## config.mk

```make
export PLATFORM = sky130hd
export DESIGN_NAME = fimm_unit
export DESIGN_NICKNAME = d
export VERILOG_FILES = /design/src/rtl/fimm_pkg.sv /design/src/rtl/fimm_decode.sv /design/src/rtl/fimm_sp2dp.sv /design/src/rtl/fimm_dp2sp_hi.sv /design/src/rtl/fimm_unit.sv
export SDC_FILE = /design/constraint.sdc
export NUM_CORES = 1
export LEC_CHECK = 0
export ABC_AREA = 1
export CAP_MARGIN = 20
export CORE_UTILIZATION = 43
export CTS_CLUSTER_SIZE = 30
export DETAILED_ROUTE_END_ITERATION = 10
export MAX_ROUTING_LAYER = met4
export PLACE_DENSITY = 0.79
export SYNTH_ARGS = -nofsm -noshare
export SYNTH_HDL_FRONTEND = slang
export SYNTH_SLANG_ARGS = --single-unit
```

## constraint.sdc

```tcl
create_clock -name clk -period 3.3 [get_ports clk]
set_input_delay 0.33 -clock clk [delete_from_list [all_inputs] [get_ports clk]]
set_output_delay 0.33 -clock clk [all_outputs]
set_load 0.005 [all_outputs]
```

## src/rtl/fimm_pkg.sv

```systemverilog
package fimm_pkg;

    localparam int INSN_W  = 32;
    localparam int IMM_W   = 16;
    localparam int RIDX_W  = 5;
    localparam int SP_W    = 32;
    localparam int DP_W    = 64;

    typedef struct packed {
        logic [5:0]        major;
        logic [RIDX_W-1:0] tgt;
        logic [4:0]        d1;
        logic [9:0]        d0;
        logic [4:0]        xo;
        logic              d2;
    } insn_fields_t;

    typedef enum logic [1:0] {
        FOP_BASE,
        FOP_EXT,
        FOP_BAD
    } fop_e;

    typedef enum logic [1:0] {
        ST_IDLE,
        ST_READ,
        ST_WRITE
    } fst_e;

    function automatic logic [IMM_W-1:0] join_imm(input insn_fields_t f);
        return {f.d0, f.d1, f.d2};
    endfunction

endpackage

```

## src/rtl/fimm_decode.sv

```systemverilog
module fimm_decode
    import fimm_pkg::*;
#(
    parameter logic [5:0] MAJOR_OP = 6'd22,
    parameter logic [4:0] XO_BASE  = 5'd3,
    parameter logic [4:0] XO_EXT   = 5'd4
) (
    input  logic [INSN_W-1:0] insn,
    output logic [RIDX_W-1:0] tgt,
    output logic [IMM_W-1:0]  imm,
    output fop_e              op
);
    insn_fields_t f;

    always_comb begin
        f   = insn_fields_t'(insn);
        tgt = f.tgt;
        imm = join_imm(f);
        if (f.major != MAJOR_OP)
            op = FOP_BAD;
        else if (f.xo == XO_BASE)
            op = FOP_BASE;
        else if (f.xo == XO_EXT)
            op = FOP_EXT;
        else
            op = FOP_BAD;
    end
endmodule

```

## src/rtl/fimm_sp2dp.sv

```systemverilog
module fimm_sp2dp
    import fimm_pkg::*;
(
    input  logic [SP_W-1:0] sp,
    output logic [DP_W-1:0] dp
);
    localparam int MANT_W = 23;
    localparam int PAD_W  = 29;

    logic              sgn;
    logic [7:0]        ex;
    logic [MANT_W-1:0] mt;
    logic [4:0]        lead;
    logic [MANT_W-1:0] frac;
    logic [10:0]       sub_ex;

    always_comb begin
        sgn  = sp[31];
        ex   = sp[30:23];
        mt   = sp[22:0];
        lead = '0;
        for (int i = 0; i < MANT_W; i++) begin
            if (mt[i]) lead = 5'(i);
        end
        frac   = mt << (5'd23 - lead);
        sub_ex = 11'd874 + {6'd0, lead};
        if (ex == 8'hFF)
            dp = {sgn, 11'h7FF, mt, {PAD_W{1'b0}}};
        else if (ex == 8'h00 && mt == '0)
            dp = {sgn, 63'd0};
        else if (ex == 8'h00)
            dp = {sgn, sub_ex, frac, {PAD_W{1'b0}}};
        else
            dp = {sgn, {3'd0, ex} + 11'd896, mt, {PAD_W{1'b0}}};
    end
endmodule

```

## src/rtl/fimm_dp2sp_hi.sv

```systemverilog
module fimm_dp2sp_hi
    import fimm_pkg::*;
(
    input  logic [DP_W-1:0] dp,
    output logic [15:0]     hi
);
    logic        sgn;
    logic [10:0] ex;
    logic [6:0]  top;
    logic [4:0]  sh;
    logic [7:0]  sub;

    always_comb begin
        sgn = dp[63];
        ex  = dp[62:52];
        top = dp[51:45];
        sh  = 5'(11'd897 - ex);
        sub = {1'b1, top} >> sh;
        if (ex == 11'h7FF) begin
            if (dp[51:0] != '0 && top == '0)
                hi = {sgn, 8'hFF, 7'h40};
            else
                hi = {sgn, 8'hFF, top};
        end else if (ex >= 11'd1151)
            hi = {sgn, 8'hFE, 7'h7F};
        else if (ex >= 11'd897)
            hi = {sgn, 8'(ex - 11'd896), top};
        else if (ex >= 11'd874)
            hi = {sgn, 8'h00, sub[6:0]};
        else
            hi = {sgn, 15'd0};
    end
endmodule

```

## src/rtl/fimm_unit.sv

```systemverilog
module fimm_unit
    import fimm_pkg::*;
#(
    parameter logic [5:0] MAJOR_OP = 6'd22,
    parameter logic [4:0] XO_BASE  = 5'd3,
    parameter logic [4:0] XO_EXT   = 5'd4
) (
    input  logic              clk,
    input  logic              rst,
    input  logic              in_valid,
    output logic              in_ready,
    input  logic [31:0]       in_insn,
    output logic              rd_en,
    output logic [4:0]        rd_addr,
    input  logic [63:0]       rd_data,
    output logic              wr_en,
    output logic [4:0]        wr_addr,
    output logic [63:0]       wr_data,
    output logic              illegal
);
    fst_e              state_q;
    logic [RIDX_W-1:0] tgt_q;
    logic [IMM_W-1:0]  imm_q;
    logic [DP_W-1:0]   res_q;
    logic              illegal_q;

    logic [RIDX_W-1:0] dec_tgt;
    logic [IMM_W-1:0]  dec_imm;
    fop_e              dec_op;
    logic [15:0]       reg_hi;
    logic [SP_W-1:0]   cvt_in;
    logic [DP_W-1:0]   cvt_out;
    logic              accept;

    fimm_decode #(
        .MAJOR_OP(MAJOR_OP),
        .XO_BASE (XO_BASE),
        .XO_EXT  (XO_EXT)
    ) u_dec (
        .insn(in_insn),
        .tgt (dec_tgt),
        .imm (dec_imm),
        .op  (dec_op)
    );

    fimm_dp2sp_hi u_narrow (
        .dp(rd_data),
        .hi(reg_hi)
    );

    // one shared widener: idle feeds the new base word, read feeds the splice
    assign cvt_in = (state_q == ST_READ) ? {reg_hi, imm_q} : {dec_imm, 16'h0000};

    fimm_sp2dp u_widen (
        .sp(cvt_in),
        .dp(cvt_out)
    );

    assign accept = in_valid && in_ready;

    always_ff @(posedge clk) begin
        if (rst) begin
            state_q   <= ST_IDLE;
            tgt_q     <= '0;
            imm_q     <= '0;
            res_q     <= '0;
            illegal_q <= 1'b0;
        end else begin
            illegal_q <= 1'b0;
            case (state_q)
                ST_IDLE: begin
                    if (accept) begin
                        case (dec_op)
                            FOP_BASE: begin
                                tgt_q   <= dec_tgt;
                                res_q   <= cvt_out;
                                state_q <= ST_WRITE;
                            end
                            FOP_EXT: begin
                                tgt_q   <= dec_tgt;
                                imm_q   <= dec_imm;
                                state_q <= ST_READ;
                            end
                            default: illegal_q <= 1'b1;
                        endcase
                    end
                end
                ST_READ: begin
                    res_q   <= cvt_out;
                    state_q <= ST_WRITE;
                end
                ST_WRITE: state_q <= ST_IDLE;
                default:  state_q <= ST_IDLE;
            endcase
        end
    end

    assign in_ready = (state_q == ST_IDLE);
    assign rd_en    = (state_q == ST_READ);
    assign rd_addr  = tgt_q;
    assign wr_en    = (state_q == ST_WRITE);
    assign wr_addr  = tgt_q;
    assign wr_data  = res_q;
    assign illegal  = illegal_q;

    assert_base_write_R2: assert property (@(posedge clk) disable iff (rst)
        (accept && dec_op == FOP_BASE) |=> (wr_en && wr_addr == $past(in_insn[25:21])));

    assert_ext_read_R6: assert property (@(posedge clk) disable iff (rst)
        (accept && dec_op == FOP_EXT) |=> (rd_en && !wr_en && rd_addr == $past(in_insn[25:21])));

    assert_rmw_same_reg_R6: assert property (@(posedge clk) disable iff (rst)
        rd_en |=> (wr_en && wr_addr == $past(rd_addr)));

    assert_bad_no_access_R10: assert property (@(posedge clk) disable iff (rst)
        (accept && dec_op == FOP_BAD) |=> (illegal && !wr_en && !rd_en));

    assert_busy_blocks_R9: assert property (@(posedge clk) disable iff (rst)
        (rd_en || wr_en) |-> !in_ready);

    assert_release_after_write_R9: assert property (@(posedge clk) disable iff (rst)
        wr_en |=> in_ready);
endmodule

```

## Word-level counts from Yosys, hierarchy flattened

Index checks and enable logic that the tools add are counted.

- Shifts and indexed selects: 2
- Order comparisons: 3
- Bitwise gates (word level): 2
- $add $sub $neg: 5
- Muxes and demuxes: 41
- Eq/ne operators: 11
- Multiply operators: 0
- Reduce and logical (&&, ||, !) cells: 16
- Div/mod/pow operators: 0

Operator list:

| operator | number |
|---|---|
| 63-bit 2-to-1 mux | 3 |
| 64-bit 2-to-1 mux | 2 |
| 64-bit case mux with 2 select lines | 1 |
| 52-bit nonzero test | 1 |
| 15-bit 2-to-1 mux | 3 |
| 5-bit 2-to-1 mux | 7 |
| 32-bit 2-to-1 mux | 1 |
| 4-bit 2-to-1 mux | 8 |
| 23-bit zero test | 1 |
| 23-bit by 5-bit left shift with 23-bit output | 1 |
| 11-bit by 10-bit greater-or-equal comparator with 1-bit output (second input constant) | 2 |
| 7-bit 2-to-1 mux | 2 |
| 2-bit 2-to-1 mux | 6 |
| 3-bit 2-to-1 mux | 4 |
| 10-bit by 5-bit adder with 11-bit output (first input constant) | 1 |
| 8-bit by 10-bit adder with 11-bit output (second input constant) | 1 |
| 11-bit equality test (second input constant) | 1 |
| 11-bit greater-or-equal comparator (second input constant) | 1 |
| 3-bit AND reduction | 3 |
| 8-bit equality test (second input constant) | 1 |
| 8-bit zero test | 1 |
| 2-bit case mux with 2 select lines | 2 |
| 8-bit by 5-bit right shift with 7-bit output | 1 |
| 8-bit subtractor (second input constant) | 1 |
| 18 further kinds | 25 |

- RAM bits: 0
- Memories: 0
- Word-level logic and storage cells: 85
- Memory bits (read-only): 0
- Register bits: 88
- Bits in latches: 0
- Input bits: 99
- Output and inout bits: 78

## Depth between registers and ports, before layout

- Depth after elaboration: 37
- Mapped depth: 34
- Mapped depth without buffers: 34

## Hierarchy

Synthesis repeated with hierarchy kept, for this count alone.

- Cell total of the unflattened synthesis: 1319
- Area total of the unflattened synthesis: 7617.3 um2

Modules (own cells, without submodules):

| module | area each (um2) | cells each | times used |
|---|---|---|---|
| fimm_unit | 4234.1 | 639 | 1 |
| fimm_sp2dp | 2160.8 | 443 | 1 |
| fimm_dp2sp_hi | 984.7 | 198 | 1 |
| fimm_decode | 237.7 | 39 | 1 |

## Least setup slack after synthesis

OpenSTA, ideal clock, no wires.

- Path type: in2reg
- Start: input port rd_data[53]
- End: register res_q[50], in the netlist wr_data[50]
- Arrival time: 3331 ps
- Buffers on the path: 3
- Stages: 27
- Path slack: -153 ps
- Setup time: 122 ps
- Path through: buf_6 inv_4 buf_2 ha_1 a21boi_1 o22ai_1 nand2_1 nand2_1 nand2_2 nor2_2 nand2_1 o211ai_1 a22oi_2 inv_2 nor3_4 nand2_1 ha_1 buf_2 nand2_1 nor2_2 nand3_1 nand2_1 inv_1 nand3_1 nand2_1 nand2_1 a21oi_2

- Longest elaborated chain between the ends: 22
- Elaborated cells on any way between the ends: 31
- Classes of those cells: 3 x add/sub; 3 x order compare; 2 x eq/ne; 2 x shift; 18 x mux; 3 x reduce/logical

RTL lines:

| item | RTL line | RTL |
|---|---|---|
| start, declared | fimm_unit.sv:15 | `input logic [63:0] rd_data,` |
| 1-bit by 5-bit subtractor with 5-bit output | fimm_dp2sp_hi.sv:17 | `sh = 5'(11'd897 - ex);` |
| 8-bit by 5-bit right shift with 7-bit output | fimm_dp2sp_hi.sv:18 | `sub = {1'b1, top} >> sh;` |
| 7-bit 2-to-1 mux | fimm_dp2sp_hi.sv:28 | `else if (ex >= 11'd874)` |
| 15-bit 2-to-1 mux | fimm_dp2sp_hi.sv:26 | `else if (ex >= 11'd897)` |
| 15-bit 2-to-1 mux | fimm_dp2sp_hi.sv:24 | `end else if (ex >= 11'd1151)` |
| 15-bit 2-to-1 mux * | fimm_dp2sp_hi.sv:19 | `if (ex == 11'h7FF) begin` |
| 32-bit 2-to-1 mux * | fimm_unit.sv:52 | `assign cvt_in = (state_q == ST_READ) ? {reg_hi, imm_q} : {dec_imm, 16'h0000};` |
| 5-bit 2-to-1 mux (7 in a row) | fimm_sp2dp.sv:23 | `if (mt[i]) lead = 5'(i);` |
| 5-bit subtractor | fimm_sp2dp.sv:25 | `frac = mt << (5'd23 - lead);` |
| 23-bit by 5-bit left shift with 23-bit output | fimm_sp2dp.sv:25 |  |
| 63-bit 2-to-1 mux | fimm_sp2dp.sv:31 | `else if (ex == 8'h00)` |
| 63-bit 2-to-1 mux | fimm_sp2dp.sv:29 | `else if (ex == 8'h00 && mt == '0)` |
| 63-bit 2-to-1 mux * | fimm_sp2dp.sv:27 | `if (ex == 8'hFF)` |
| 64-bit 2-to-1 mux | fimm_unit.sv:73 | `case (dec_op)` |
| 64-bit 2-to-1 mux | fimm_unit.sv:72 | `if (accept) begin` |
| 64-bit case mux with 2 select lines * | fimm_unit.sv:70 | `case (state_q)` |
| end signal, assigned | fimm_unit.sv:76 | `res_q <= cvt_out;` |
| end signal, assigned | fimm_unit.sv:89 | `res_q <= cvt_out;` |
| end, declared | fimm_unit.sv:24 | `logic [DP_W-1:0] res_q;` |

Every way passes the cells marked *; elsewhere a longest branch is shown, timed or not. The select of a mux whose other input is x is not followed.
A chain may end at the register's enable or synchronous reset.

## Worst setup path in the final report

- Start: input port rd_data[6]
- End: register res_q[43], in the netlist wr_data[43]

- Longest elaborated chain between the ends: 20
- Elaborated cells on any way between the ends: 22
- Classes of those cells: 1 x add/sub; 1 x shift; 16 x mux; 4 x reduce/logical

RTL lines:

| item | RTL line | RTL |
|---|---|---|
| 52-bit nonzero test * | fimm_dp2sp_hi.sv:20 | `if (dp[51:0] != '0 && top == '0)` |
| 1-bit logical AND * | fimm_dp2sp_hi.sv:20 |  |
| 7-bit 2-to-1 mux * | fimm_dp2sp_hi.sv:20 |  |
| 15-bit 2-to-1 mux * | fimm_dp2sp_hi.sv:19 |  |
| 32-bit 2-to-1 mux * | fimm_unit.sv:52 |  |
| 5-bit 2-to-1 mux (7 in a row) | fimm_sp2dp.sv:23 |  |
| 5-bit subtractor | fimm_sp2dp.sv:25 |  |
| 23-bit by 5-bit left shift with 23-bit output | fimm_sp2dp.sv:25 |  |
| 63-bit 2-to-1 mux | fimm_sp2dp.sv:31 |  |
| 63-bit 2-to-1 mux * | fimm_sp2dp.sv:29 |  |
| 63-bit 2-to-1 mux * | fimm_sp2dp.sv:27 |  |
| 64-bit 2-to-1 mux | fimm_unit.sv:73 |  |
| 64-bit 2-to-1 mux | fimm_unit.sv:72 |  |
| 64-bit case mux with 2 select lines * | fimm_unit.sv:70 |  |

Marked as above.

==> reports/results.txt <==
The run finished with clean final reports. The area fraction of the dominant cell type after synthesis is 0.219. Worst slack after detailed placement: -0.606 ns. The compound-gate portion of the synthesized area is 0.177. After clock tree synthesis, the clock-pin slew on the worst setup and hold paths is 0.05 ns. In the final layout, flip-flops and latches occupy 1160 um2. For this block, the routed nets add up to 21000 um of wire.

The run gives 0 as the max-slew violation count. In this run the tool buffered the top-level ports with 147 buffer cells. The post-route clock period utilization is 0.967. The global-route wire length before repair came out at 31800 um.

The register-to-register path setup slack was 0.17 ns. In the routed design, unresolved DRC markers number 0. Summing every instance area after synthesis gives 5290 um2.

In this design, the critical path's most frequently occurring cell is nand2_1. A synthesized cell averages 5.88 um2. In this run, the number of DRC markers left after iteration 0 of detailed routing was 723. The clock latency on the worst-skew pair is 0.33 ns.

The share of cells above drive strength 1 is 0.251. The logs give 0.441 for the initial core utilization and 0.000239 V for the peak supply drop. The count of distinct cell types in the synthesized netlist came out at 48.

Summed over all instances, the cell type with the most area after synthesis is dfxtp_1. The post-synthesis register bit count was 58; the total of max-cap violations was 0. By count the netlist is led by nand2_1, nand3_1, nor2_1, inv_1, dfxtp_1. The kind of critical path was input pin to register.

The simple-gate share of the synthesized area was 0.430. The class of the tightest hold or removal check was register to register. The xor/xnor cell area share of the yosys netlist is 0.00331. The post-DP HPWL is 15800 um, and the area growth from synthesis to final layout is 58.8%. The run gives 177 as the number of I/O pins. The run gives 0.0514 as the global-route met3 utilization.

Setup violations remaining at the end of the flow were counted as 0. The run gives 1241 as the final net count. Data on the critical path arrives at its endpoint at 3.45 ns. Total power for the finished layout comes to 2.41 mW. The most frequent cell after synthesis is nand2_1. Library cell used as clock root buffer: clkbuf_16. The logs give 3810 um2 for the area occupied by multi-input gates and 6379 for the via count of the first global-routing pass. The routed wirelength normalized by instance count is 16.3 um, and the met1 layer usage reported by global route is 0.394. Counting flops with a built-in enable in the synthesized netlist gives 0.

Startpoint of the most critical register-to-register path: state_q[0]. Most used flip-flop cell after synthesis: dfxtp_1. The TritonCTS buffer count is 9, and the fraction of synthesized area in multiplexers is 0. Derived from the worst setup path, the maximum achievable clock frequency is 313 MHz. The tools report the detailed-router iteration count before antenna repair as 5. In this run the critical register-to-register path is captured at wr_data[43]. The count of nets left with antenna violations once routing finished came out at 0.

Counting along the longest clock path gives a buffer depth of 2. The shortest period the worst path allows works out to 3.19 ns. TritonCTS built the clock tree. The worst reg-to-reg path cell count is 29, and the total number of clock tree sinks is 58. The most critical setup path has its endpoint at wr_data[43].

The floorplan die height came out at 113 um. At the pin with the least slew margin, the transition time is 0.949 ns. Tracing the worst setup path back leads to its startpoint at rd_data[6]. For the largest net degree at the start of global routing, the log shows 36.

Cell at the slowest stage of the critical path: clkdlybuf4s50_1. Dividing the detail-routed via count by the number of cells gives 5.47. During synthesis, Yosys emitted a total of 0 warnings. In this run the most used layer during global routing was met2. The repair_antennas step left the layout with diodes totalling 0. The largest single stage delay on the critical path is 0.40 ns. Once routing completed, OpenROAD measured the worst setup slack at 0.110 ns. The post-synthesis instance total is 900. The analysis attributes to cell leakage a power of 4.00 nW.

The combinational family with the most area after synthesis is simple AND/OR/NAND/NOR gates. The clock arrives with 0.00508 ns of skew. The required time at the worst-slack endpoint is 3.56 ns. The logs give 0.367 for the normalized max-slew margin and 0 for the total count of hold-check failures in the final report. The worst setup path is captured at a register. In this run the power density over the cells is 286 nW/um2.

STA classifies the critical path startpoint as an input pin. Of all nets on the critical path, the largest fanout is 7. Sorting the synthesized cells by area gives the leading types as dfxtp_1, nand2_1, nand3_1.

The horizontal extent of the die was 113 um; the adder and majority gate portion of the synthesized area was 0.0142. The number of hold buffers added after cts was 0. The logs give 0.219 for the fraction of the yosys area taken by sequential cells and 0.700 for the post-route core utilization.

The proportion of register bits with asynchronous set or reset after synthesis is 0, and the number of antenna violations at the first check in global routing is 0. The combined global-route utilization of all metal layers was 0.326; the number of levels in the clock H-tree was 3. The floorplan has 40 rows.

The core region is 12000 um2. Summed over all layers, the global routing overflow is 0. The global routing met2 resource utilization is 0.543, and the placer congestion estimate is 1.02. The floorplan step defined a die boundary enclosing 12800 um2. The overall via count from detail_route came out at 7050. Setup repair after global routing could not meet its margin everywhere. The number of fillers in the final layout is 1024.
[final cells by class]
cell class                 count  area share
timing repair buffer         268       0.302
clock inverter                 5      0.0119
tap                          147      0.0219
sequential                    58       0.138
multi-input combinational    704       0.453
clock buffer                  11      0.0301
inverter                      95      0.0430
[sequential cells by signal, summed over array words and instances (netlist names)]
signal / count
rd_addr: 5
imm_q: 16
state_q: 2
wr_data: 34
illegal: 1
[where the power goes]
group | internal [mW] | switching [mW]
logic | 0.288 | 0.306
clock network | 0.775 | 0.335
registers | 0.702 | 0.000584
total | 1.77 | 0.641
[logic make-up (layout without fill, tap and decap cells)]
kind of cell	after synthesis	after routing
AND/OR/NAND/NOR	505	507
buffers and inverters	168	379
AO/OA/AOI/OAI	160	160
flip-flops	58	58
adder cells (fa/ha/maj)	6	6
XOR/XNOR	2	2
other	1	29
[metal layers]
layer / up-vias / wire length (um)
met5: - / 0
li1: 3383 / -
met2: 370 / 9770
met4: 0 / 871
met1: 3226 / 8740
met3: 71 / 1630
[worst min path at each step]
stage,startpoint,to,cells past startpoint
detailed placement,wr_data[46],wr_data[46],2
finish,wr_data[41],wr_data[41],2
CTS,wr_data[46],wr_data[46],2
floorplan,in_insn[0],imm_q[0],2
global route,wr_data[34],wr_data[34],2
global placement,wr_data[41],wr_data[41],2
[critical path: cells and delay by family]
| kind | cells | cell delay [ns] |
|---|---|---|
| AO/OA/AOI/OAI | 4 | 0.37 |
| AND/OR/NAND/NOR | 18 | 1.87 |
| buffers and inverters | 4 | 0.88 |
[metrics by stage]
stage | TNS (ns) | hold slack (ns) | cell area (um2) | cells
floorplan | 0 | 0.451 | 5430 | 928
global placement | -10.55 | 0.449 | 7500 | 1258
detailed placement | -12.53 | 0.454 | 7500 | 1258
CTS | 0 | 0.462 | 7910 | 1276
global route | -0.584 | 0.480 | 8410 | 1288
finish | 0 | 0.460 | 8410 | 1288
[layout by cell type, fill, tap and decap left out, types with 10 or more instances in the layout]
master / synthesis / layout
nand3_1: 118 / 84
conb_1: 1 / 29
o21ai_0: 53 / 53
inv_1: 75 / 68
nand4_1: 12 / 12
dfxtp_1: 58 / 57
a21oi_1: 52 / 49
inv_2: 17 / 23
nand2_2: 8 / 30
clkbuf_16: 0 / 11
nand2_1: 238 / 215
dlymetal6s2s_1: 0 / 10
clkdlybuf4s50_1: 0 / 136
o21ai_1: 17 / 14
nor2_1: 79 / 75
buf_4: 39 / 107
nand3_2: 5 / 39
[timing repair]
action | 4_1_cts | 5_1_grt
pin swaps | 4 | 37
gates resized for setup | 10 | 99
setup buffers | 2 | 7
endpoints found under the setup margin | 23 | 28
cloned | 0 | 5
No activity file was read; power rests on OpenSTA's default activity.
